### src/rtl/vwd_pkg.sv
package vwd_pkg;
  localparam int ADDR_W  = 32;
  localparam int PAGE_W  = 4;
  localparam int GRAN_W  = 12;
  localparam int BOUND_W = ADDR_W - PAGE_W - GRAN_W;
  localparam int REG_W   = 8;
  localparam int AM_W    = 6;
  localparam int NUM_AM  = 4;
  localparam int PERM_W  = 2;

  typedef enum logic [PERM_W-1:0] {
    PERM_OFF_A = 2'b00,
    PERM_OFF_B = 2'b01,
    PERM_RD    = 2'b10,
    PERM_RW    = 2'b11
  } perm_e;

  // Field i of the permission register qualifies this modifier code.
  function automatic logic [AM_W-1:0] am_code(input int idx);
    case (idx)
      0:       am_code = 6'h09;
      1:       am_code = 6'h0A;
      2:       am_code = 6'h0D;
      3:       am_code = 6'h0E;
      default: am_code = 6'h3F;
    endcase
  endfunction
endpackage

### src/rtl/vwd_cfg_regs.sv
module vwd_cfg_regs
  import vwd_pkg::*;
#(
  parameter int CFG_AW   = 3,
  parameter int NUM_REGS = 6
) (
  input  logic                 clk,
  input  logic                 rst_n,
  input  logic                 we,
  input  logic [CFG_AW-1:0]    addr,
  input  logic [REG_W-1:0]     wdata,
  output logic [REG_W-1:0]     rdata,
  output logic [PAGE_W-1:0]    page_o,
  output logic [BOUND_W-1:0]   bot_o,
  output logic [BOUND_W-1:0]   top_o,
  output logic [REG_W-1:0]     perm_o
);
  localparam logic [REG_W-1:0] PAGE_MASK = REG_W'((1 << PAGE_W) - 1);

  logic [REG_W-1:0] regs_q [NUM_REGS];

  always_ff @(posedge clk or negedge rst_n) begin
    if (!rst_n) begin
      for (int i = 0; i < NUM_REGS; i++) regs_q[i] <= '0;
    end else if (we) begin
      for (int i = 0; i < NUM_REGS; i++) begin
        if (addr == CFG_AW'(i))
          regs_q[i] <= (i == 0) ? (wdata & PAGE_MASK) : wdata;
      end
    end
  end

  always_comb begin
    rdata = '0;
    for (int i = 0; i < NUM_REGS; i++)
      if (addr == CFG_AW'(i)) rdata = regs_q[i];
  end

  logic [REG_W-1:0] unused_page_hi;
  assign unused_page_hi = regs_q[0] & ~PAGE_MASK;

  assign page_o = regs_q[0][PAGE_W-1:0];
  assign bot_o  = {regs_q[1], regs_q[2]};
  assign top_o  = {regs_q[3], regs_q[4]};
  assign perm_o = regs_q[5];
endmodule

### src/rtl/vwd_range_cmp.sv
module vwd_range_cmp
  import vwd_pkg::*;
(
  input  logic [ADDR_W-1:GRAN_W] addr_hi,
  input  logic [PAGE_W-1:0]      page,
  input  logic [BOUND_W-1:0]     bot,
  input  logic [BOUND_W-1:0]     top,
  output logic                   in_win
);
  logic [PAGE_W-1:0]  a_page;
  logic [BOUND_W-1:0] a_frame;
  logic page_ok, above_bot, below_top;

  assign a_page    = addr_hi[ADDR_W-1 -: PAGE_W];
  assign a_frame   = addr_hi[GRAN_W +: BOUND_W];
  assign page_ok   = (a_page == page);
  assign above_bot = (a_frame >= bot);
  assign below_top = (a_frame <= top);
  assign in_win    = page_ok & above_bot & below_top;
endmodule

### src/rtl/vwd_am_qual.sv
module vwd_am_qual
  import vwd_pkg::*;
(
  input  logic [AM_W-1:0]  am,
  input  logic [REG_W-1:0] perm,
  output logic             rd_ok,
  output logic             wr_ok
);
  logic [NUM_AM-1:0] hit, rd_vec, wr_vec;

  for (genvar g = 0; g < NUM_AM; g++) begin : g_code
    perm_e fld;
    assign fld       = perm_e'(perm[g*PERM_W +: PERM_W]);
    assign hit[g]    = (am == am_code(g));
    assign rd_vec[g] = hit[g] & ((fld == PERM_RD) | (fld == PERM_RW));
    assign wr_vec[g] = hit[g] & (fld == PERM_RW);
  end

  assign rd_ok = |rd_vec;
  assign wr_ok = |wr_vec;
endmodule

### src/rtl/vme_window_decoder.sv
module vme_window_decoder
  import vwd_pkg::*;
#(
  parameter int CFG_AW = 3
) (
  input  logic              clk,
  input  logic              rst_n,
  input  logic              cfg_we,
  input  logic [CFG_AW-1:0] cfg_addr,
  input  logic [REG_W-1:0]  cfg_wdata,
  output logic [REG_W-1:0]  cfg_rdata,
  input  logic              acc_stb,
  input  logic [ADDR_W-1:0] acc_addr,
  input  logic [AM_W-1:0]   acc_am,
  input  logic              acc_write,
  output logic              mem_sel,
  output logic              prot_viol
);
  logic [PAGE_W-1:0]  page_w;
  logic [BOUND_W-1:0] bot_w, top_w;
  logic [REG_W-1:0]   perm_w;
  logic in_win, rd_ok, wr_ok, sel_d, viol_d;
  logic unused_low;

  assign unused_low = ^acc_addr[GRAN_W-1:0];

  vwd_cfg_regs #(.CFG_AW(CFG_AW)) u_regs (
    .clk(clk), .rst_n(rst_n), .we(cfg_we), .addr(cfg_addr),
    .wdata(cfg_wdata), .rdata(cfg_rdata),
    .page_o(page_w), .bot_o(bot_w), .top_o(top_w), .perm_o(perm_w)
  );

  vwd_range_cmp u_range (
    .addr_hi(acc_addr[ADDR_W-1:GRAN_W]), .page(page_w),
    .bot(bot_w), .top(top_w), .in_win(in_win)
  );

  vwd_am_qual u_am (
    .am(acc_am), .perm(perm_w), .rd_ok(rd_ok), .wr_ok(wr_ok)
  );

  assign sel_d  = acc_stb & in_win & rd_ok & (~acc_write | wr_ok);
  assign viol_d = acc_stb & in_win & rd_ok & acc_write & ~wr_ok;

  always_ff @(posedge clk or negedge rst_n) begin
    if (!rst_n) begin
      mem_sel   <= 1'b0;
      prot_viol <= 1'b0;
    end else begin
      mem_sel   <= sel_d;
      prot_viol <= viol_d;
    end
  end
endmodule

### config.mk
export PLATFORM = sky130hd
export DESIGN_NAME = vme_window_decoder
export DESIGN_NICKNAME = d
export VERILOG_FILES = /design/src/rtl/vwd_pkg.sv /design/src/rtl/vwd_cfg_regs.sv /design/src/rtl/vwd_range_cmp.sv /design/src/rtl/vwd_am_qual.sv /design/src/rtl/vme_window_decoder.sv
export SDC_FILE = /design/constraint.sdc
export NUM_CORES = 1
export LEC_CHECK = 0
export CAP_MARGIN = 15
export CORE_UTILIZATION = 55
export CTS_CLUSTER_SIZE = 16
export DETAILED_ROUTE_END_ITERATION = 16
export GPL_ROUTABILITY_DRIVEN = 0
export PLACE_DENSITY = 0.86
export REMOVE_ABC_BUFFERS = 1
export SYNTH_ARGS = -nofsm -noshare
export SYNTH_HDL_FRONTEND = slang
export SYNTH_SLANG_ARGS = --single-unit
### constraint.sdc
create_clock -name clk -period 5.24 [get_ports clk]
set_input_delay 1.31 -clock clk [delete_from_list [all_inputs] [get_ports clk]]
set_output_delay 1.31 -clock clk [all_outputs]
set_load 0.1 [all_outputs]
==> out/metrics.csv <==
metric,value,unit
status,"complete, no violations",
root_buffer,clkbuf_8,
drt-met1-wl,3048,um
initial_utilization,57.21,%
crit_required,3930,ps
cts_resized,0,
drc,0,
synth_cell_types,41,
htreeDepth,2,
grt-ovfl-total,0,
setup_ws,728.7,ps
gr-usage-all-layers,29.85,%
finalSetupViolations,0,
cp-end-kind,primary output,
routedWlPerCell,17.35,um
cp-start-kind,primary input,
finClkSkew,4.124,ps
grt_start_max_net_pins,47,
core,5140,um2
hold_class,flop to flop,
cts_tree,yes,
cp_slowest_cell,clkdlybuf4s50_1,
final.setup.tns,0,ps
diodes,0,
syn_area_per_cell,9.424,um2
cts_sinks,46,
tightestPinTransition,1102,ps
area_growth_syn_to_layout,25.74,%
cts.path.max_buffers,2,
pre_cts_slack,773.1,ps
ios,64,
wl_met3,567,um
ys_top_cells_by_area,"dfrtp_1, ha_1, mux2_2",
num_vias,2556,
arrival,3200,ps
highest_layer,met4,
layout.cells.non_filler,434,
viasPerCell,5.889,
routed_wirelength,7531,um
relSlewSlack,26.24,%
yosysTopAreaCellShare,39.15,%
ant_nets,0,
cts.hold.buffers_added,0,
finalCritPeriodShare,86.09,%
route.met2.wl,3666,um
dp.cells,426,
leakage,1.656,nW
finalNetCount,449,
crit_chain,clkdlybuf4s50_1 > nand2b_1 > o221ai_1 > buf_12,
drtIter0Drc,341,
drive_gt1_share,13.19,%
maxCapViolations,0,
grt_pass1_wl,12080,um
die_h,75.12,um
synth_seq_cells,46,
die_area,5642,um2
synth_cells,312,
drt-pass1-iter-count,6,
ys_seq_area_share,39.15,%
cts_inserted_buffers,5,
grt_pass1_vias,2509,
slew_violations,0,
port_buffers,51,
max_freq,221.7,MHz
nFillCells,397,
rsz0062_at_grt,no,
post-dp-hpwl,5794,um
yosys_warnings,0,
rows,26,
antenna_found_initial,0,
powerDensity,313.4,nW/um2
worstPathMaxFanout,12,
clkTransAtPathRegs,80,ps
critPathKind,primary input to primary output,
ir_worst_vdd,0.1967,mV
finalWorstPathRequiredPeriod,4511,ps
die_x,75.12,um
cp_slowest_stage_delay,800,ps
post-cts-setup-buffer-count,0,
yosysTopAreaCell,dfrtp_1,
syn_area,2940,um2
finalHoldViolations,0,
worstSkewPairLatency,300,ps
[per-stage QoR]
step           total power, mW  utilization [%]  cell area, um2  hold WS (ps)
2_1_floorplan           0.7576                -            2895         493.9
3_3_place_gp            0.9089            70.16            3606         514.0
3_5_place_dp            0.9338            70.16            3606         523.9
4_1_cts                  1.157            71.93            3697         544.0
5_1_grt                  1.228            71.93            3697         550.6
6_report                 1.159            71.93            3697         543.0
[layer usage]
metal	vias to the layer above	track usage (%)
met2	108	49.75
met4	0	13.42
met1	1222	38.30
li1	1203	-
met5	-	0
met3	23	4.819
[placed cells by master (no fill, tap or decap), types with 2 or more instances in the layout]
cell and count:
or2_2 2, nand3_1 4, and2_1 2, nor3_1 3, dfrtp_1 46, nor2_1 10
ha_1 32, nand2_1 40, clkdlybuf4s50_1 42, o221ai_1 4, nor2b_1 4, clkbuf_8 6
mux2i_1 12, buf_4 5, a31oi_1 4, buf_12 8, xor2_1 3, a21oi_1 13
a22oi_1 5, o22ai_1 4, o21ai_0 33, nor4_1 2, nand4_1 3, inv_1 31
nand2b_1 3, mux2_2 22
[area by class of cell]
type | count | area [um2] | share of cell area, %
Multi-Input combinational cell | 223 | 1628 | 44.03
Sequential cell | 46 | 1151 | 31.13
Timing Repair Buffer | 56 | 623.1 | 16.85
Inverter | 31 | 116.4 | 3.147
Tap cell | 70 | 87.58 | 2.369
Clock buffer | 7 | 86.33 | 2.335
Clock inverter | 1 | 5.005 | 0.1354
[power by group]
part / internal (mW) / total [mW] / leakage, nW / switching, mW
combinational: 0.197 / 0.455 / 1.05 / 0.258
sequential: 0.427 / 0.480 / 0.560 / 0.0526
clock: 0.106 / 0.223 / 0.0482 / 0.117
[cells by family after synthesis]
| family | count (synthesis) | share of synthesized area (%) |
|---|---|---|
| AO/OA/AOI/OAI | 74 | 15.23 |
| XOR/XNOR | 4 | 1.192 |
| adder cells (fa/ha/maj) | 32 | 13.62 |
| buffers and inverters | 43 | 5.489 |
| flip-flops | 46 | 39.15 |
| multiplexers | 34 | 12.51 |
| AND/OR/NAND/NOR | 79 | 12.81 |
[synth_stat cells]
cell type and instances:
o311ai_0 1, a21o_1 1, a31o_1 1, xor2_1 3
or3b_2 1, a21oi_1 13, and3b_1 1, mux2_2 22
nor2b_1 4, a221oi_1 1, o22ai_1 4, nor4_1 2
nor3b_2 1, nand4_1 3, inv_1 31, a31o_2 1
a31oi_1 4, or3b_1 1, o221ai_1 4, dfrtp_1 46
clkbuf_1 12, nor2_1 10, a221o_1 1, or4_1 1
xnor2_1 1, o21ai_0 33, nand3_1 4, mux2i_1 12
a22oi_1 5, nor3_1 3, o211ai_1 1, o31a_1 1
a211oi_1 1, ha_1 32, nand2_1 40, a21boi_0 1
or2_2 2, nand2b_1 3, a2111o_1 1, nor3b_1 1
and2_1 2
[worst paths after layout]
check | startpoint | to | slack [ps] | depth (start not counted)
setup / recovery | cfg_addr[2] | cfg_rdata[3] | 730 | 4
hold / removal | u_regs.top_o[13]$_DFFE_PN0P_ | u_regs.top_o[13]$_DFFE_PN0P_ | 540 | 1
setup reg to reg | u_regs.top_o[14]$_DFFE_PN0P_ | prot_viol$_DFF_PN0_ | 3190 | 7
hold reg to reg | u_regs.top_o[13]$_DFFE_PN0P_ | u_regs.top_o[13]$_DFFE_PN0P_ | 540 | 1
max in group asynchronous | rst_n | u_regs.bot_o[4]$_DFFE_PN0P_ | 3440 | 1
min in group asynchronous | rst_n | u_regs.bot_o[10]$_DFFE_PN0P_ | 1180 | 1
[critical path: cells and delay by family]
family                 cells  cell delay, ps
buffers and inverters      2            1030
AND/OR/NAND/NOR            1             410
AO/OA/AOI/OAI              1             450
[flip-flops by register name, indices dropped and copies added (netlist names)]
register	cells
u_regs.bot_o	16
u_regs.top_o	16
prot_viol	1
u_regs.page_o	4
mem_sel	1
u_regs.perm_o	8
Power figures use the tool's default switching activity.
